File: src/rtl/pp_ctrl_pkg.sv
package pp_ctrl_pkg;

    localparam int REG_W  = 8;
    localparam int MODE_W = 3;

    localparam int BIT_STROBE = 0;
    localparam int BIT_AUTOFD = 1;
    localparam int BIT_INIT   = 2;
    localparam int BIT_SELECT = 3;
    localparam int BIT_IRQEN  = 4;
    localparam int BIT_DIR    = 5;

    typedef enum logic [MODE_W-1:0] {
        MODE_COMPAT  = 3'b000,
        MODE_BIDIR   = 3'b001,
        MODE_FIFO    = 3'b010,
        MODE_EXT     = 3'b011,
        MODE_PERIPH  = 3'b100,
        MODE_SPARE   = 3'b101,
        MODE_LOOP    = 3'b110,
        MODE_SETUP   = 3'b111
    } pp_mode_e;

    // Stored control bits, msb first so the packed order matches the bus layout
    typedef struct packed {
        logic dir;
        logic irq_en;
        logic select;
        logic init;
        logic autofd;
        logic strobe;
    } pp_ctrl_t;

    localparam int CTRL_W = $bits(pp_ctrl_t);

    typedef struct packed {
        logic strobe_n;
        logic autofd_n;
        logic init_n;
        logic select_in_n;
    } pp_pins_t;

    typedef enum logic [1:0] {
        DIR_SRC_OUT  = 2'b00,
        DIR_SRC_IN   = 2'b01,
        DIR_SRC_SOFT = 2'b10
    } pp_dir_src_e;

    localparam pp_ctrl_t CTRL_RESET = '{
        dir:    1'b0,
        irq_en: 1'b0,
        select: 1'b1,
        init:   1'b1,
        autofd: 1'b0,
        strobe: 1'b0
    };

    function automatic pp_ctrl_t ctrl_from_bits(input logic [CTRL_W-1:0] b);
        return pp_ctrl_t'(b);
    endfunction

    function automatic logic [REG_W-1:0] ctrl_to_bus(input pp_ctrl_t c);
        return {{(REG_W-CTRL_W){1'b0}}, c};
    endfunction

    function automatic pp_pins_t ctrl_to_pins(input pp_ctrl_t c);
        pp_pins_t p;
        p.strobe_n    = ~c.strobe;
        p.autofd_n    = ~c.autofd;
        p.init_n      = c.init;
        p.select_in_n = ~c.select;
        return p;
    endfunction

    function automatic pp_dir_src_e dir_source(input pp_mode_e m);
        case (m)
            MODE_COMPAT, MODE_FIFO: return DIR_SRC_OUT;
            MODE_PERIPH:            return DIR_SRC_IN;
            default:                return DIR_SRC_SOFT;
        endcase
    endfunction

endpackage

File: src/rtl/pp_ack_sync.sv
module pp_ack_sync #(
    parameter int STAGES = 2
) (
    input  logic clk,
    input  logic rst,
    input  logic ack_n_raw,
    output logic ack_active,
    output logic ack_rise
);
    localparam int LAST = STAGES - 1;

    logic [STAGES-1:0] chain_q;
    logic              prev_q;

    generate
        if (STAGES == 1) begin : g_single
            always_ff @(posedge clk) begin
                if (rst) chain_q <= 1'b1;
                else     chain_q <= ack_n_raw;
            end
        end else begin : g_multi
            always_ff @(posedge clk) begin
                if (rst) chain_q <= '1;
                else     chain_q <= {chain_q[STAGES-2:0], ack_n_raw};
            end
        end
    endgenerate

    always_ff @(posedge clk) begin
        if (rst) prev_q <= 1'b1;
        else     prev_q <= chain_q[LAST];
    end

    assign ack_active = ~chain_q[LAST];
    assign ack_rise   = chain_q[LAST] & ~prev_q;

endmodule

File: src/rtl/pp_dir_ctl.sv
module pp_dir_ctl
    import pp_ctrl_pkg::*;
(
    input  pp_mode_e mode,
    input  logic     soft_dir,
    output logic     dir_eff,
    output logic     data_oe,
    output logic     periph
);
    pp_dir_src_e src;

    always_comb begin
        src = dir_source(mode);
        case (src)
            DIR_SRC_OUT: dir_eff = 1'b0;
            DIR_SRC_IN:  dir_eff = 1'b1;
            default:     dir_eff = soft_dir;
        endcase
        data_oe = ~dir_eff;
        periph  = (src == DIR_SRC_IN);
    end

endmodule

File: src/rtl/pp_ctrl_core.sv
module pp_ctrl_core
    import pp_ctrl_pkg::*;
(
    input  logic              clk,
    input  logic              rst,
    input  logic              wr_en,
    input  logic [CTRL_W-1:0] wr_bits,
    input  logic              hw_clr_autofd,
    input  logic              ack_rise,
    output pp_ctrl_t          ctrl,
    output logic              irq
);
    pp_ctrl_t ctrl_q;
    logic     irq_q;

    always_ff @(posedge clk) begin
        if (rst) begin
            ctrl_q <= CTRL_RESET;
        end else begin
            if (wr_en)         ctrl_q <= ctrl_from_bits(wr_bits);
            if (hw_clr_autofd) ctrl_q.autofd <= 1'b0;
        end
    end

    always_ff @(posedge clk) begin
        if (rst) irq_q <= 1'b0;
        else     irq_q <= ack_rise & ctrl_q.irq_en;
    end

    assign ctrl = ctrl_q;
    assign irq  = irq_q;

endmodule

File: src/rtl/pp_ctrl_reg.sv
module pp_ctrl_reg
    import pp_ctrl_pkg::*;
#(
    parameter int SYNC_STAGES = 2
) (
    input  logic             clk,
    input  logic             rst,
    input  logic             wr_en,
    input  logic [REG_W-1:0] wr_data,
    output logic [REG_W-1:0] rd_data,
    input  logic [MODE_W-1:0] mode,
    input  logic             ack_n,
    output logic             strobe_n,
    output logic             autofd_n,
    output logic             init_n,
    output logic             select_in_n,
    output logic             data_oe,
    output logic             ack_irq
);
    pp_mode_e mode_e;
    pp_ctrl_t ctrl;
    pp_ctrl_t ctrl_view;
    pp_pins_t pins;
    logic     ack_active;
    logic     ack_rise;
    logic     dir_eff;
    logic     periph;
    logic     hw_clr;

    assign mode_e = pp_mode_e'(mode);

    pp_ack_sync #(.STAGES(SYNC_STAGES)) sync_i (
        .clk        (clk),
        .rst        (rst),
        .ack_n_raw  (ack_n),
        .ack_active (ack_active),
        .ack_rise   (ack_rise)
    );

    pp_dir_ctl dir_i (
        .mode     (mode_e),
        .soft_dir (ctrl.dir),
        .dir_eff  (dir_eff),
        .data_oe  (data_oe),
        .periph   (periph)
    );

    assign hw_clr = periph & ack_active;

    pp_ctrl_core core_i (
        .clk           (clk),
        .rst           (rst),
        .wr_en         (wr_en),
        .wr_bits       (wr_data[CTRL_W-1:0]),
        .hw_clr_autofd (hw_clr),
        .ack_rise      (ack_rise),
        .ctrl          (ctrl),
        .irq           (ack_irq)
    );

    always_comb begin
        ctrl_view     = ctrl;
        ctrl_view.dir = dir_eff;
        pins          = ctrl_to_pins(ctrl);
    end

    assign rd_data     = ctrl_to_bus(ctrl_view);
    assign strobe_n    = pins.strobe_n;
    assign autofd_n    = pins.autofd_n;
    assign init_n      = pins.init_n;
    assign select_in_n = pins.select_in_n;

endmodule

File: config.mk
export PLATFORM = sky130hd
export DESIGN_NAME = pp_ctrl_reg
export DESIGN_NICKNAME = d
export VERILOG_FILES = /design/src/rtl/pp_ctrl_pkg.sv /design/src/rtl/pp_ack_sync.sv /design/src/rtl/pp_dir_ctl.sv /design/src/rtl/pp_ctrl_core.sv /design/src/rtl/pp_ctrl_reg.sv
export SDC_FILE = /design/constraint.sdc
export NUM_CORES = 1
export LEC_CHECK = 0
export BUFFER_PORTS_ARGS = -buffer_cell sky130_fd_sc_hd__clkbuf_2
export CAP_MARGIN = 20
export CORE_AREA = 2 2 39 41
export CTS_BUF_LIST = sky130_fd_sc_hd__clkbuf_4 sky130_fd_sc_hd__clkbuf_8
export CTS_CLUSTER_SIZE = 28
export DETAILED_ROUTE_END_ITERATION = 8
export DIE_AREA = 0 0 41 43
export HOLD_SLACK_MARGIN = 0.03
export SKIP_CTS_REPAIR_TIMING = 1
export SLEW_MARGIN = 20
export SYNTH_ARGS = -nofsm -noshare
export SYNTH_HDL_FRONTEND = slang
export SYNTH_SLANG_ARGS = --single-unit
export TNS_END_PERCENT = 1
File: constraint.sdc
create_clock -name clk -period 1.15 [get_ports clk]
set_input_delay 0.23 -clock clk [delete_from_list [all_inputs] [get_ports clk]]
set_output_delay 0.23 -clock clk [all_outputs]
set_load 0.05 [all_outputs]
## After elaboration in Yosys (flattened, before gate mapping)

Index checks and enable logic that the tools add are counted.

- Output and inout bits: 14
- Input port bits: 15
- Bits in registers: 10
- Word-level logic and storage cells: 27

- Bitwise logic cells: 9
- Equality and inequality tests: 3
- Muxes and demuxes: 2
- Reductions and logical operators: 4

Operators with widths:

| cell | count |
|---|---|
| 1-bit inverter | 6 |
| 2-bit case mux with 2 select lines | 1 |
| 2-bit OR reduction | 2 |
| 1-bit AND | 3 |
| 3-bit by 2-bit equality test with 1-bit output (second input constant) | 1 |
| 3-bit equality test (second input constant) | 1 |
| 3-bit zero test | 1 |
| 2-bit by 1-bit equality test with 1-bit output (second input constant) | 1 |
| 2-bit zero test | 1 |
| 1-bit case mux with 2 select lines | 1 |

## Depth between registers and ports, before layout

Gate-level depths: netlist of the first run.

- Word-level depth: 6
- Depth in mapped cells: 3
- Mapped depth without buffers: 2

## Modules after synthesis

From an unflattened synthesis of the first run, not the netlist that was laid out.

- Cell total of the unflattened synthesis: 43
- Area, all modules: 422.9 sq um

By module, submodules not included:

| module | instances | area each (sq um) | cells an instance |
|---|---|---|---|
| pp_ctrl_core | 1 | 255.2 | 22 |
| pp_ack_sync | 1 | 88.8 | 8 |
| pp_ctrl_reg | 1 | 51.3 | 9 |
| pp_dir_ctl | 1 | 27.5 | 4 |

## Worst setup path before layout of the first run

No wires, ideal clock.

- Path kind: register -> output
- Start point: register core_i.ctrl_q, in the netlist core_i.ctrl[5]
- End point: output port data_oe
- Buffers on the path: 0
- Required time: 0.920 ns
- Path slack: -0.146 ns
- Arrival time: 1.066 ns
- Stages on the path, launching flop included: 2
- Cell sequence: dfxtp_1 > o22ai_1

- Word-level cells in the longest chain between the ends: 2

RTL lines:

| item | line | source |
|---|---|---|
| start: declaration | pp_ctrl_core.sv:13 | `pp_ctrl_t ctrl_q;` |
| start signal: assignment | pp_ctrl_core.sv:20 | `if (wr_en) ctrl_q <= ctrl_from_bits(wr_bits);` |
| 1-bit case mux with 2 select lines | pp_dir_ctl.sv:14 | `case (src)` |
| 1-bit inverter | pp_dir_ctl.sv:19 | `data_oe = ~dir_eff;` |
| end: declaration | pp_ctrl_reg.sv:17 | `output logic data_oe,` |

Every way passes these cells.

## Final worst setup path of the first run

- Start point: register core_i.ctrl_q, in the netlist core_i.ctrl[5]
- End point: output port rd_data[5]

- Word-level cells in the longest chain between the ends: 1

RTL lines:

| item | line | source |
|---|---|---|
| 1-bit case mux with 2 select lines | pp_dir_ctl.sv:14 |  |
| end: declaration | pp_ctrl_reg.sv:10 | `output logic [REG_W-1:0] rd_data,` |

Every way passes these cells.

==> results of run 1 <==
path summary, 6_finish.rpt:
kind | start | endpoint | slack, ns | cells after the start
min | ack_n | sync_i.chain_q[0] | 0.16 | 2
max reg2reg | core_i.ctrl[1] | core_i.ctrl[1] | 0.42 | 2
max | core_i.ctrl[5] | rd_data[5] | 0.03 | 2
min reg2reg | sync_i.prev_q | core_i.irq | 0.39 | 1
cells in the final DEF, fill, tap and decap left out:
cell / netlist / layout
sky130_fd_sc_hd__nand2_1: 4 / 4
sky130_fd_sc_hd__clkbuf_2: 0 / 14
sky130_fd_sc_hd__a311oi_1: 1 / 1
sky130_fd_sc_hd__buf_6: 1 / 1
sky130_fd_sc_hd__mux2i_1: 5 / 5
sky130_fd_sc_hd__o22a_1: 1 / 1
sky130_fd_sc_hd__dfxtp_2: 0 / 1
sky130_fd_sc_hd__conb_1: 1 / 2
sky130_fd_sc_hd__o22ai_2: 0 / 1
sky130_fd_sc_hd__buf_2: 0 / 4
sky130_fd_sc_hd__inv_1: 5 / 5
sky130_fd_sc_hd__nor2_1: 4 / 4
sky130_fd_sc_hd__nor3_1: 1 / 1
sky130_fd_sc_hd__dfxtp_1: 10 / 9
sky130_fd_sc_hd__o211ai_1: 1 / 1
sky130_fd_sc_hd__clkbuf_4: 0 / 7
sky130_fd_sc_hd__or2_2: 2 / 2
sky130_fd_sc_hd__buf_4: 4 / 3
cell usage after synthesis (all sizes together):
master	n	area share
o22a	1	0.022
nor2	4	0.038
conb	1	0.0095
mux2i	5	0.13
a311oi	1	0.022
buf	5	0.11
inv	5	0.048
dfxtp	10	0.51
nor3	1	0.013
o22ai	1	0.016
o211ai	1	0.019
or2	2	0.032
nand2	4	0.038
through the flow:
step                      hold slack, ns    util   TNS, ns  instance area, sq um
final                             0.1575  0.4042         0                 559.3
after global routing              0.1499  0.4042  -0.02959                 559.3
after CTS                         0.1465  0.3897   -0.1583                 539.3
after detailed placement          0.3867  0.3734  -0.03409                 516.7
after global placement            0.3837  0.3734  -0.01813                 516.7
after floorplan                   0.3021       -   -0.2963                 402.9
cell families (layout without fill, tap and decap cells):
group	count (synthesis)	count (layout)	synth area share
AND/OR/NAND/NOR	11	11	0.1210
flip-flops	10	10	0.5095
buffers and inverters	10	34	0.1529
multiplexers	5	5	0.1274
AO/OA/AOI/OAI	4	4	0.07964
other	1	2	0.009545
cell type report:
type | count | area, sq um | area share
Sequential cell | 10 | 201.4 | 0.3602
Timing Repair Buffer | 26 | 153.9 | 0.2752
Multi-Input combinational cell | 22 | 142.6 | 0.2550
Clock buffer | 3 | 22.52 | 0.04027
Tap cell | 16 | 20.02 | 0.03579
Inverter | 5 | 18.77 | 0.03356
power by group:
part / switching, uW / internal, uW
sequential: 9.24 / 364
combinational: 143 / 65.0
clock: 100 / 120
total: 253 / 549
layer usage:
layer	up-vias	global-route usage	part of all wire
li1	176	-	-
met1	154	0.08710	0.40
met2	15	0.1250	0.50
met3	0	0.07853	0.096
met4	0	0.02000	0
met5	-	0	0
state kept, by name, summed over array words and instances, names as in the netlist:
name            count
core_i.ctrl         6
core_i.irq          1
sync_i.chain_q      2
sync_i.prev_q       1
worst reg2reg max path: stages (launching register included):
cell                       delay (ns)
sky130_fd_sc_hd__dfxtp_1         0.34
sky130_fd_sc_hd__mux2i_1         0.08
sky130_fd_sc_hd__a311oi_1        0.22
==> impl_results.html, run 1 <==
<table>
<tr><th>Metric</th><th>Value</th></tr>
<tr><th colspan="2">Run</th></tr>
<tr><td>Number of maximum-capacitance violations</td><td>0</td></tr>
<tr><th colspan="2">Power and ir drop</th></tr>
<tr><td>Power density cells</td><td>roughly 1400 nW/um^2</td></tr>
<tr><td>Leakage component of the power</td><td>roughly 0.00030 uW</td></tr>
<tr><td>Power, Total</td><td>about 800 uW</td></tr>
<tr><td>Maximum vdd ir drop</td><td>between 600 and 700 uV</td></tr>
<tr><th colspan="2">Global route</th></tr>
<tr><td>Number of global-route vias before repair</td><td>about 250</td></tr>
<tr><td>Total gr overflow</td><td>0</td></tr>
<tr><td>GRT Resource Usage Total</td><td>0.08543</td></tr>
<tr><td>Pin count of the biggest net entering global routing</td><td>9</td></tr>
<tr><td>Number of antenna violations at the first check in global routing</td><td>0</td></tr>
<tr><td>First-pass GRT wire length</td><td>~960 um</td></tr>
<tr><th colspan="2">Worst setup path</th></tr>
<tr><td>CP max stage delay</td><td>0.33 ns</td></tr>
<tr><td>Cell-by-cell trace of the critical path</td><td>o22a_1, buf_6</td></tr>
<tr><td>Worst Path Required</td><td>a little over 0.9 ns</td></tr>
<tr><td>Critical-path maximum fanout</td><td>3</td></tr>
<tr><td>Worst Setup End Kind</td><td>output pin</td></tr>
<tr><td>Crit path buffers/inverters</td><td>1</td></tr>
<tr><td>Slowest-stage cell, CP</td><td>sky130_fd_sc_hd__dfxtp_2</td></tr>
<tr><td>Largest delay contributor family on the critical path</td><td>flip-flops</td></tr>
<tr><td>WS Path Type</td><td>flip-flop to output pin</td></tr>
<tr><td>Critical path data arrival time</td><td>0.89 ns</td></tr>
<tr><td>Startpoint type of the worst setup path</td><td>flip-flop</td></tr>
<tr><th colspan="2">STA</th></tr>
<tr><td>Time the final worst path needs with I/O delays and setup</td><td>roughly 1.1 ns</td></tr>
<tr><td>Unrepaired setup endpoints after global routing</td><td>yes</td></tr>
<tr><td>Max frequency</td><td>roughly 890 MHz</td></tr>
<tr><td>Post-route setup slack</td><td>approximately 0.029 ns</td></tr>
<tr><td>Setup-violating endpoint count in the final report</td><td>0</td></tr>
<tr><td>Count of final max-slew check failures</td><td>0</td></tr>
<tr><td>Number of hold violations in the final report</td><td>0</td></tr>
<tr><td>Final worst-path cycle share</td><td>0.9744</td></tr>
<tr><td>Post-Route Skew</td><td>0.006188 ns</td></tr>
<tr><th colspan="2">Logic synthesis</th></tr>
<tr><td>Yosys warns</td><td>0</td></tr>
<tr><td>Instance count of the mapped netlist</td><td>41</td></tr>
<tr><td>Average footprint of a synthesized cell</td><td>~9.6 sq um</td></tr>
<tr><td>Unique cell type count in the Yosys netlist</td><td>14</td></tr>
<tr><td>Register bit total from synthesis</td><td>10</td></tr>
<tr><td>Portion of the post-synthesis area used by sequential elements</td><td>0.5096</td></tr>
<tr><td>Area of the mapped netlist</td><td>between 300 and 400 sq um</td></tr>
<tr><th colspan="2">CTS</th></tr>
<tr><td>Clock input transition at the sequential cells of the worst setup and hold paths</td><td>approximately 0.050 ns</td></tr>
<tr><td>H-Tree Depth</td><td>1</td></tr>
<tr><td>Total CTS buffers</td><td>3</td></tr>
<tr><td>CTS tree</td><td>yes</td></tr>
<tr><td>Clock network latency to the later pin of the worst-skew pair</td><td>about 0.25 ns</td></tr>
<tr><td>Buffer type at the clock tree root</td><td>sky130_fd_sc_hd__clkbuf_4</td></tr>
<tr><td>Bufs on Longest Clock Path</td><td>2</td></tr>
<tr><td>Clock sink count</td><td>10</td></tr>
<tr><th colspan="2">Placement</th></tr>
<tr><td>Routability congestion estimate</td><td>0.5745</td></tr>
<tr><td>Number of buffers inserted by port buffering</td><td>24</td></tr>
<tr><td>Pre-CTS WS</td><td>-0.03409 ns</td></tr>
<tr><td>Post-placement cell count</td><td>79</td></tr>
<tr><th colspan="2">Die</th></tr>
<tr><td>Area of the die</td><td>between 1500 and 2000 sq um</td></tr>
<tr><td>Std cell rows</td><td>14</td></tr>
<tr><td>Effective utilization at floorplan</td><td>0.2839</td></tr>
<tr><td>Core Area</td><td>1384 sq um</td></tr>
<tr><td>I/O pin count</td><td>29</td></tr>
<tr><td>Vertical die dimension</td><td>43 um</td></tr>
<tr><td>Die Wd</td><td>41 um</td></tr>
<tr><th colspan="2">Detailed routing</th></tr>
<tr><td>Detailed router's first-iteration violation count</td><td>4</td></tr>
<tr><td>DR vias</td><td>between 300 and 400</td></tr>
<tr><td>Number of vias per cell</td><td>4.207</td></tr>
<tr><td>DR WL/cell</td><td>8.598 um</td></tr>
<tr><td>Antenna Violating Nets Remaining</td><td>0</td></tr>
<tr><td>Remaining design rule violation count</td><td>0</td></tr>
<tr><td>WL final</td><td>between 700 and 800 um</td></tr>
<tr><td>Length of the first detailed-routing pass in iterations</td><td>4</td></tr>
<tr><th colspan="2">Final layout</th></tr>
<tr><td>Number of diodes added for antenna fixing</td><td>0</td></tr>
<tr><td>Fraction of layout cells with a size suffix above 1</td><td>0.5000</td></tr>
<tr><td>Post-layout nets</td><td>83</td></tr>
<tr><td>Number of standard cells in the final layout excluding fillers</td><td>82</td></tr>
<tr><td>Layout fillers</td><td>~160</td></tr>
<tr><td>Synthesis-to-layout area growth</td><td>42.36%</td></tr>
<tr><th colspan="2">Min path</th></tr>
<tr><td>Class of the worst hold path</td><td>input port to flip-flop</td></tr>
<tr><th colspan="2">Outcome</th></tr>
<tr><td>Outcome</td><td>completed</td></tr>
</table>
Note: power is estimated with default switching activity, not from simulation.
==> run 2, diff against run 1 <==
==> constraint.sdc (replaced) <==
create_clock -name clk -period 1.15 [get_ports clk]
set_input_delay 0.115 -clock clk [delete_from_list [all_inputs] [get_ports clk]]
set_output_delay 0.115 -clock clk [all_outputs]
set_load 0.05 [all_outputs]
==> impl_results.html, run 2 (synthesis gave the netlist of run 1 again) <==
<table>
<tr><th>Metric</th><th>Value</th></tr>
<tr><th colspan="2">Power and ir drop</th></tr>
<tr><td>Maximum vdd ir drop</td><td>433.0 uV (was 672.5 uV)</td></tr>
<tr><td>Switching power share of the total</td><td>0.3088 (was 0.3152)</td></tr>
<tr><td>Power density cells</td><td>1607 nW/um^2 (was 1434 nW/um^2)</td></tr>
<tr><td>Share of total power in the clock network</td><td>0.356 (was 0.275)</td></tr>
<tr><td>Sequential cell fraction of total power</td><td>0.424 (was 0.466)</td></tr>
<tr><td>Part of the power in combinational logic</td><td>0.220 (was 0.259)</td></tr>
<tr><td>Leakage component of the power</td><td>0.0002858 uW (was 0.0003022 uW)</td></tr>
<tr><td>Net switching power</td><td>272.5 uW (was 252.7 uW)</td></tr>
<tr><td>Internal power contribution</td><td>610.2 uW (was 549.1 uW)</td></tr>
<tr><th colspan="2">Worst setup path</th></tr>
<tr><td>Cell-by-cell trace of the critical path</td><td>o22ai_1, buf_2 (was o22a_1, buf_6)</td></tr>
<tr><td>Endpoint of the lowest-slack register-to-register path</td><td>core_i.ctrl[1] (unchanged)</td></tr>
<tr><td>CP max stage delay</td><td>0.32 ns (was 0.33 ns)</td></tr>
<tr><td>Worst Setup End Kind</td><td>output pin (unchanged)</td></tr>
<tr><td>Startpoint type of the worst setup path</td><td>flip-flop (unchanged)</td></tr>
<tr><td>Timing startpoint of the critical path</td><td>core_i.ctrl[5] (unchanged)</td></tr>
<tr><td>WS Path Type</td><td>flip-flop to output pin (unchanged)</td></tr>
<tr><td>Critical path data arrival time</td><td>0.96 ns (was 0.89 ns)</td></tr>
<tr><td>Critical-path maximum fanout</td><td>3 (unchanged)</td></tr>
<tr><td>Reg2reg path depth</td><td>2 (unchanged)</td></tr>
<tr><td>Worst flop-to-flop path startpoint</td><td>core_i.ctrl[1] (unchanged)</td></tr>
<tr><td>Minimum setup slack among reg-to-reg paths</td><td>0.42 ns (about the same)</td></tr>
<tr><td>Worst Path Required</td><td>1.03 ns (was 0.92 ns)</td></tr>
<tr><td>Slowest-stage cell, CP</td><td>sky130_fd_sc_hd__dfxtp_1 (was sky130_fd_sc_hd__dfxtp_2)</td></tr>
<tr><th colspan="2">Final layout</th></tr>
<tr><td>Layout fillers</td><td>159 (was 158)</td></tr>
<tr><td>Multi-input gate area in the final layout</td><td>136.4 sq um (was 142.6 sq um)</td></tr>
<tr><td>Number of diodes added for antenna fixing</td><td>0 (unchanged)</td></tr>
<tr><td>Most frequent cells in the layout</td><td>sky130_fd_sc_hd__clkbuf_2, sky130_fd_sc_hd__dfxtp_1, sky130_fd_sc_hd__mux2i_1 (was sky130_fd_sc_hd__clkbuf_2, sky130_fd_sc_hd__dfxtp_1, sky130_fd_sc_hd__clkbuf_4)</td></tr>
<tr><td>Synthesis-to-layout area growth</td><td>39.81% (was 42.36%)</td></tr>
<tr><td>Post-layout nets</td><td>82 (was 83)</td></tr>
<tr><td>Leading cell type in the layout, fill and taps excluded</td><td>sky130_fd_sc_hd__clkbuf_2 (unchanged)</td></tr>
<tr><td>Flip-flop count of the largest register, all copies and words added</td><td>6 (unchanged)</td></tr>
<tr><td>Combined flip-flop and latch cell area</td><td>201.4 sq um (unchanged)</td></tr>
<tr><td>Fraction of layout cells with a size suffix above 1</td><td>0.4848 (was 0.5000)</td></tr>
<tr><th colspan="2">CTS</th></tr>
<tr><td>Buffer type at the clock tree root</td><td>sky130_fd_sc_hd__clkbuf_4 (unchanged)</td></tr>
<tr><td>Clock network latency to the later pin of the worst-skew pair</td><td>0.26 ns (was 0.25 ns)</td></tr>
<tr><td>H-Tree Depth</td><td>1 (unchanged)</td></tr>
<tr><td>CTS tree</td><td>yes (unchanged)</td></tr>
<tr><td>Total CTS buffers</td><td>3 (unchanged)</td></tr>
<tr><td>Clock input transition at the sequential cells of the worst setup and hold paths</td><td>0.06 ns (was 0.05 ns)</td></tr>
<tr><td>Bufs on Longest Clock Path</td><td>2 (unchanged)</td></tr>
<tr><td>Clock sink count</td><td>10 (unchanged)</td></tr>
<tr><th colspan="2">Run</th></tr>
<tr><td>Number of maximum-capacitance violations</td><td>0 (unchanged)</td></tr>
<tr><th colspan="2">STA</th></tr>
<tr><td>Max frequency</td><td>932.6 MHz (was 892.4 MHz)</td></tr>
<tr><td>Worst hold slack</td><td>0.06605 ns (was 0.1575 ns)</td></tr>
<tr><td>Setup-violating endpoint count in the final report</td><td>0 (unchanged)</td></tr>
<tr><td>Number of hold violations in the final report</td><td>0 (unchanged)</td></tr>
<tr><td>Post-route setup slack</td><td>0.07768 ns (was 0.02939 ns)</td></tr>
<tr><td>Post-Route Skew</td><td>0.002457 ns (was 0.006188 ns)</td></tr>
<tr><td>Final worst-path cycle share</td><td>0.9324 (was 0.9744)</td></tr>
<tr><td>Count of final max-slew check failures</td><td>0 (unchanged)</td></tr>
<tr><td>Time the final worst path needs with I/O delays and setup</td><td>1.072 ns (was 1.121 ns)</td></tr>
<tr><td>Unrepaired setup endpoints after global routing</td><td>no (was yes)</td></tr>
<tr><th colspan="2">Placement</th></tr>
<tr><td>Routability congestion estimate</td><td>0.6452 (was 0.5745)</td></tr>
<tr><td>Final HPWL DP</td><td>541.3 um</td></tr>
<tr><td>Pre-CTS WS</td><td>0.2274 ns (was -0.03409 ns)</td></tr>
<tr><td>Number of buffers inserted by port buffering</td><td>24 (unchanged)</td></tr>
<tr><th colspan="2">Min path</th></tr>
<tr><td>Class of the worst hold path</td><td>input port to flip-flop (unchanged)</td></tr>
<tr><td>Depth of the worst hold-timing path</td><td>3 (was 2)</td></tr>
<tr><td>Hold path startpoint</td><td>wr_data[2] (was ack_n)</td></tr>
<tr><td>Worst hold path endpoint</td><td>core_i.ctrl[2] (was sync_i.chain_q[0])</td></tr>
<tr><th colspan="2">Global route</th></tr>
<tr><td>Number of global-route vias before repair</td><td>275 (was 245)</td></tr>
<tr><td>GRT Resource Usage Total</td><td>0.08954 (was 0.08543)</td></tr>
<tr><td>First-pass GRT wire length</td><td>993 um (was 959 um)</td></tr>
<tr><td>Total gr overflow</td><td>0 (unchanged)</td></tr>
<tr><td>Number of antenna violations at the first check in global routing</td><td>0 (unchanged)</td></tr>
<tr><td>Pin count of the biggest net entering global routing</td><td>9 (unchanged)</td></tr>
<tr><th colspan="2">Die</th></tr>
<tr><td>Vertical die dimension</td><td>43 um (unchanged)</td></tr>
<tr><td>Effective utilization at floorplan</td><td>0.2839 (unchanged)</td></tr>
<tr><td>Core Area</td><td>1384 sq um (unchanged)</td></tr>
<tr><td>Die Wd</td><td>41 um (unchanged)</td></tr>
<tr><td>I/O pin count</td><td>29 (unchanged)</td></tr>
<tr><td>Area of the die</td><td>1763 sq um (unchanged)</td></tr>
<tr><td>Std cell rows</td><td>14 (unchanged)</td></tr>
<tr><th colspan="2">Detailed routing</th></tr>
<tr><td>DR vias</td><td>332 (was 345)</td></tr>
<tr><td>Length of the first detailed-routing pass in iterations</td><td>3 (was 4)</td></tr>
<tr><td>WL final</td><td>673 um (was 705 um)</td></tr>
<tr><td>DR WL/cell</td><td>8.207 um (was 8.598 um)</td></tr>
<tr><td>Detailed router's first-iteration violation count</td><td>3 (was 4)</td></tr>
<tr><td>Number of vias per cell</td><td>4.049 (was 4.207)</td></tr>
<tr><td>Remaining design rule violation count</td><td>0 (unchanged)</td></tr>
<tr><td>Antenna Violating Nets Remaining</td><td>0 (unchanged)</td></tr>
<tr><th colspan="2">Outcome</th></tr>
<tr><td>Outcome</td><td>completed (unchanged)</td></tr>
</table>
[run 2: power groups by stage]
| stage | logic [uW] | clock network [uW] | registers, uW |
|---|---|---|---|
| floorplan | 118 | 0 | 420 |
| global placement | 191 | 0 | 382 |
| detailed placement | 192 | 0 | 383 |
| CTS | 192 | 330 | 375 |
| global route | 208 | 348 | 377 |
| finish | 194 | 314 | 374 |
[run 2: stage by stage]
stage / area, sq um / TNS [ns] / cells / util / total power (uW)
2_1_floorplan: 401.6 / -0.03137 / 42 / - / 537.7
3_3_place_gp: 500.5 / 0 / 77 / 0.3617 / 572.8
3_5_place_dp: 500.5 / 0 / 77 / 0.3617 / 574.8
4_1_cts: 536.8 / 0 / 81 / 0.3879 / 897.2
5_1_grt: 549.3 / 0 / 82 / 0.3969 / 933.2
6_report: 549.3 / 0 / 82 / 0.3969 / 882.7
[run 2: worst max path at each step]
stage | endpoint | slack (ns) | cells past startpoint
after floorplan | data_oe | -0.03 | 1
after CTS | rd_data[5] | 0.01 | 2
after global placement | rd_data[5] | 0.23 | 4
final | data_oe | 0.08 | 2
after global routing | rd_data[5] | 0.02 | 2
after detailed placement | rd_data[5] | 0.23 | 4
[run 2: critical path, delay by kind of cell, from the launching register on]
kind | cells | cell delay, ns
flops | 1 | 0.32
buf+inv | 1 | 0.28
compound gates | 1 | 0.09
[run 2: final cells by class]
type,instances,share of cell area
Clock buffer,4,0.06606
Multi-Input combinational cell,22,0.2483
Timing Repair Buffer,25,0.2415
Sequential cell,10,0.3667
Inverter,5,0.04100
Tap cell,16,0.03645
[run 2: layer usage]
layer / track usage / part of all wire / vias up
li1: - / - / 175
met1: 0.1003 / 0.43 / 138
met2: 0.1156 / 0.43 / 17
met3: 0.04712 / 0.11 / 2
met4: 0.08000 / 0.028 / 0
met5: 0 / 0 / -
==> run 3, diff against run 2 <==
--- a/config.mk
+++ b/config.mk
@@ -5,13 +5,14 @@
 export SDC_FILE = /design/constraint.sdc
 export NUM_CORES = 1
 export LEC_CHECK = 0
+export ABC_CLOCK_PERIOD_IN_PS = 1000
 export BUFFER_PORTS_ARGS = -buffer_cell sky130_fd_sc_hd__clkbuf_2
 export CAP_MARGIN = 20
-export CORE_AREA = 2 2 39 41
+export CORE_AREA = 4 4 41 43
 export CTS_BUF_LIST = sky130_fd_sc_hd__clkbuf_4 sky130_fd_sc_hd__clkbuf_8
 export CTS_CLUSTER_SIZE = 28
 export DETAILED_ROUTE_END_ITERATION = 8
-export DIE_AREA = 0 0 41 43
+export DIE_AREA = 0 0 45 47
 export HOLD_SLACK_MARGIN = 0.03
 export SKIP_CTS_REPAIR_TIMING = 1
 export SLEW_MARGIN = 20
==> constraint.sdc (replaced) <==
create_clock -name clk -period 1 [get_ports clk]
set_input_delay 0.1 -clock clk [delete_from_list [all_inputs] [get_ports clk]]
set_output_delay 0.1 -clock clk [all_outputs]
set_load 0.05 [all_outputs]
==> impl_results.html, run 3 (synthesis gave the netlist of run 1 again) <==
<table>
<tr><th>Metric</th><th>Value</th></tr>
<tr><th colspan="2">Global route</th></tr>
<tr><td>Number of global-route vias before repair</td><td>278 (was 275)</td></tr>
<tr><td>GRT Resource Usage Total</td><td>0.07772 (was 0.08954)</td></tr>
<tr><td>Number of antenna violations at the first check in global routing</td><td>0 (unchanged)</td></tr>
<tr><td>Pin count of the biggest net entering global routing</td><td>9 (unchanged)</td></tr>
<tr><td>First-pass GRT wire length</td><td>1.186 mm (was 993 um)</td></tr>
<tr><td>Total gr overflow</td><td>0 (unchanged)</td></tr>
<tr><th colspan="2">Final layout</th></tr>
<tr><td>Synthesis-to-layout area growth</td><td>41.72% (was 39.81%)</td></tr>
<tr><td>Fraction of layout cells with a size suffix above 1</td><td>0.5156 (was 0.4848)</td></tr>
<tr><td>Layout fillers</td><td>140 (was 159)</td></tr>
<tr><td>Multi-input gate area in the final layout</td><td>142.6 sq um (was 136.4 sq um)</td></tr>
<tr><td>Number of diodes added for antenna fixing</td><td>0 (unchanged)</td></tr>
<tr><td>Most frequent cells in the layout</td><td>sky130_fd_sc_hd__clkbuf_2, sky130_fd_sc_hd__dfxtp_1, sky130_fd_sc_hd__clkbuf_4 (was sky130_fd_sc_hd__clkbuf_2, sky130_fd_sc_hd__dfxtp_1, sky130_fd_sc_hd__mux2i_1)</td></tr>
<tr><td>Flip-flop count of the largest register, all copies and words added</td><td>6 (unchanged)</td></tr>
<tr><td>Final core occ</td><td>0.4279 (was 0.3969)</td></tr>
<tr><td>Combined flip-flop and latch cell area</td><td>202.7 sq um (was 201.4 sq um)</td></tr>
<tr><td>Leading cell type in the layout, fill and taps excluded</td><td>sky130_fd_sc_hd__clkbuf_2 (unchanged)</td></tr>
<tr><td>Post-layout nets</td><td>81 (was 82)</td></tr>
<tr><th colspan="2">Die</th></tr>
<tr><td>I/O pin count</td><td>29 (unchanged)</td></tr>
<tr><td>Effective utilization at floorplan</td><td>0.3019 (was 0.2839)</td></tr>
<tr><td>Core Area</td><td>1301 sq um (was 1384 sq um)</td></tr>
<tr><td>Area of the die</td><td>2115 sq um (was 1763 sq um)</td></tr>
<tr><td>Vertical die dimension</td><td>47 um (was 43 um)</td></tr>
<tr><td>Die Wd</td><td>45 um (was 41 um)</td></tr>
<tr><td>Std cell rows</td><td>13 (was 14)</td></tr>
<tr><th colspan="2">CTS</th></tr>
<tr><td>H-Tree Depth</td><td>1 (unchanged)</td></tr>
<tr><td>Clock sink count</td><td>10 (unchanged)</td></tr>
<tr><td>Total CTS buffers</td><td>3 (unchanged)</td></tr>
<tr><td>Clock network latency to the later pin of the worst-skew pair</td><td>0.25 ns (was 0.26 ns)</td></tr>
<tr><td>CTS tree</td><td>yes (unchanged)</td></tr>
<tr><td>Buffer type at the clock tree root</td><td>sky130_fd_sc_hd__clkbuf_4 (unchanged)</td></tr>
<tr><td>Bufs on Longest Clock Path</td><td>2 (unchanged)</td></tr>
<tr><td>Clock input transition at the sequential cells of the worst setup and hold paths</td><td>0.06 ns (about the same)</td></tr>
<tr><th colspan="2">Power and ir drop</th></tr>
<tr><td>Sequential cell fraction of total power</td><td>0.465 (was 0.424)</td></tr>
<tr><td>Switching power share of the total</td><td>0.3183 (was 0.3088)</td></tr>
<tr><td>Part of the power in combinational logic</td><td>0.260 (was 0.220)</td></tr>
<tr><td>Internal power contribution</td><td>633.2 uW (was 610.2 uW)</td></tr>
<tr><td>Power, Total</td><td>928.9 uW (was 882.7 uW)</td></tr>
<tr><td>Leakage component of the power</td><td>0.0002827 uW (was 0.0002858 uW)</td></tr>
<tr><td>Power density cells</td><td>1668 nW/um^2 (was 1607 nW/um^2)</td></tr>
<tr><td>Share of total power in the clock network</td><td>0.276 (was 0.356)</td></tr>
<tr><td>Net switching power</td><td>295.6 uW (was 272.5 uW)</td></tr>
<tr><td>Maximum vdd ir drop</td><td>790.3 uV (was 433.0 uV)</td></tr>
<tr><th colspan="2">Detailed routing</th></tr>
<tr><td>Antenna Violating Nets Remaining</td><td>0 (unchanged)</td></tr>
<tr><td>DR WL/cell</td><td>9.772 um (was 8.207 um)</td></tr>
<tr><td>Length of the first detailed-routing pass in iterations</td><td>2 (was 3)</td></tr>
<tr><td>Remaining design rule violation count</td><td>0 (unchanged)</td></tr>
<tr><td>DR vias</td><td>327 (was 332)</td></tr>
<tr><td>Number of vias per cell</td><td>4.139 (was 4.049)</td></tr>
<tr><td>WL final</td><td>772 um (was 673 um)</td></tr>
<tr><td>Detailed router's first-iteration violation count</td><td>2 (was 3)</td></tr>
<tr><th colspan="2">Run</th></tr>
<tr><td>Number of maximum-capacitance violations</td><td>0 (unchanged)</td></tr>
<tr><th colspan="2">STA</th></tr>
<tr><td>Post-Route Skew</td><td>0.003184 ns (was 0.002457 ns)</td></tr>
<tr><td>Time the final worst path needs with I/O delays and setup</td><td>slightly below 1 ns</td></tr>
<tr><td>Max frequency</td><td>just over 1000 MHz</td></tr>
<tr><td>Setup-violating endpoint count in the final report</td><td>0 (unchanged)</td></tr>
<tr><td>Count of final max-slew check failures</td><td>0 (unchanged)</td></tr>
<tr><td>Unrepaired setup endpoints after global routing</td><td>yes (was no)</td></tr>
<tr><td>Post-route setup TNS</td><td>0 ns (unchanged)</td></tr>
<tr><td>Final worst-path cycle share</td><td>0.9940</td></tr>
<tr><td>Number of hold violations in the final report</td><td>0 (unchanged)</td></tr>
<tr><th colspan="2">Placement</th></tr>
<tr><td>Number of buffers inserted by port buffering</td><td>24 (unchanged)</td></tr>
<tr><td>Routability congestion estimate</td><td>0.6083 (was 0.6452)</td></tr>
<tr><th colspan="2">Worst setup path</th></tr>
<tr><td>Critical path data arrival time</td><td>0.89 ns (was 0.96 ns)</td></tr>
<tr><td>Endpoint of the lowest-slack register-to-register path</td><td>core_i.ctrl[1] (unchanged)</td></tr>
<tr><td>Worst flop-to-flop path startpoint</td><td>core_i.ctrl[1] (unchanged)</td></tr>
<tr><td>Timing startpoint of the critical path</td><td>core_i.ctrl[5] (unchanged)</td></tr>
<tr><td>Crit path capture</td><td>rd_data[5] (was data_oe)</td></tr>
<tr><td>Worst Path Required</td><td>0.90 ns (was 1.03 ns)</td></tr>
<tr><td>Critical-path maximum fanout</td><td>3 (unchanged)</td></tr>
<tr><td>Worst Setup End Kind</td><td>output pin (unchanged)</td></tr>
<tr><td>WS Path Type</td><td>flip-flop to output pin (unchanged)</td></tr>
<tr><td>Startpoint type of the worst setup path</td><td>flip-flop (unchanged)</td></tr>
<tr><td>Reg2reg path depth</td><td>2 (unchanged)</td></tr>
<tr><td>Minimum setup slack among reg-to-reg paths</td><td>0.28 ns (was 0.42 ns)</td></tr>
<tr><th colspan="2">Outcome</th></tr>
<tr><td>Outcome</td><td>completed (unchanged)</td></tr>
<tr><th colspan="2">Min path</th></tr>
<tr><td>Class of the worst hold path</td><td>input port to flip-flop (unchanged)</td></tr>
</table>
[run 3: changes by cell type in the layout (fill, tap and decap cells not counted), moves of 2 or more]
cell | before | now
sky130_fd_sc_hd__clkbuf_4 | 4 | 6
sky130_fd_sc_hd__buf_2 | 1 | 3
sky130_fd_sc_hd__buf_4 | 0 | 3
sky130_fd_sc_hd__clkbuf_2 | 22 | 13
sky130_fd_sc_hd__buf_6 | 0 | 2
[run 3: layout make-up]
type | instances | area share
Sequential cell | 10 | 0.3640
Timing Repair Buffer | 24 | 0.2652
Multi-Input combinational cell | 22 | 0.2562
Clock buffer | 3 | 0.04045
Inverter | 5 | 0.04045
Tap cell | 15 | 0.03371
[run 3: per-layer routing]
metal / wire length, um / track usage / share of wire
met1: 314 / 0.09655 / 0.41
met2: 344 / 0.1130 / 0.45
met3: 113 / 0.04981 / 0.15
met4: 0 / 0.01754 / 0
met5: 0 / 0 / 0
[run 3: power groups by stage]
stage	Clock, uW	Combinational, uW	Sequential, uW
CTS	268	225	432
global placement	0	223	440
global route	290	255	434
finish	256	241	432
detailed placement	0	224	441
floorplan	0	137	483
[run 3: per-stage QoR]
| stage | cell area [sq um] | setup WS (ns) | cells | hold WS [ns] |
|---|---|---|---|---|
| floorplan | 407.9 | -0.1368 | 42 | 0.1721 |
| global route | 556.8 | -0.03637 | 79 | 0.03434 |
| detailed placement | 505.5 | 0.05274 | 76 | 0.2857 |
| CTS | 528.0 | -0.1279 | 79 | 0.02009 |
| finish | 556.8 | 0.006000 | 79 | 0.02698 |
| global placement | 505.5 | 0.06979 | 76 | 0.2823 |
[run 3: how the worst min path moves through the flow]
stage,startpoint,end,cells after the start
floorplan,rst,core_i.ctrl[1],1
global placement,ack_n,sync_i.chain_q[0],2
detailed placement,ack_n,sync_i.chain_q[0],2
CTS,ack_n,sync_i.chain_q[0],2
global route,ack_n,sync_i.chain_q[0],2
finish,ack_n,sync_i.chain_q[0],2
[run 3: worst max-delay path, cell delays in order (launching register included)]
cell and delay (ns):
sky130_fd_sc_hd__dfxtp_2 0.33, sky130_fd_sc_hd__o22a_1 0.16, sky130_fd_sc_hd__buf_6 0.15
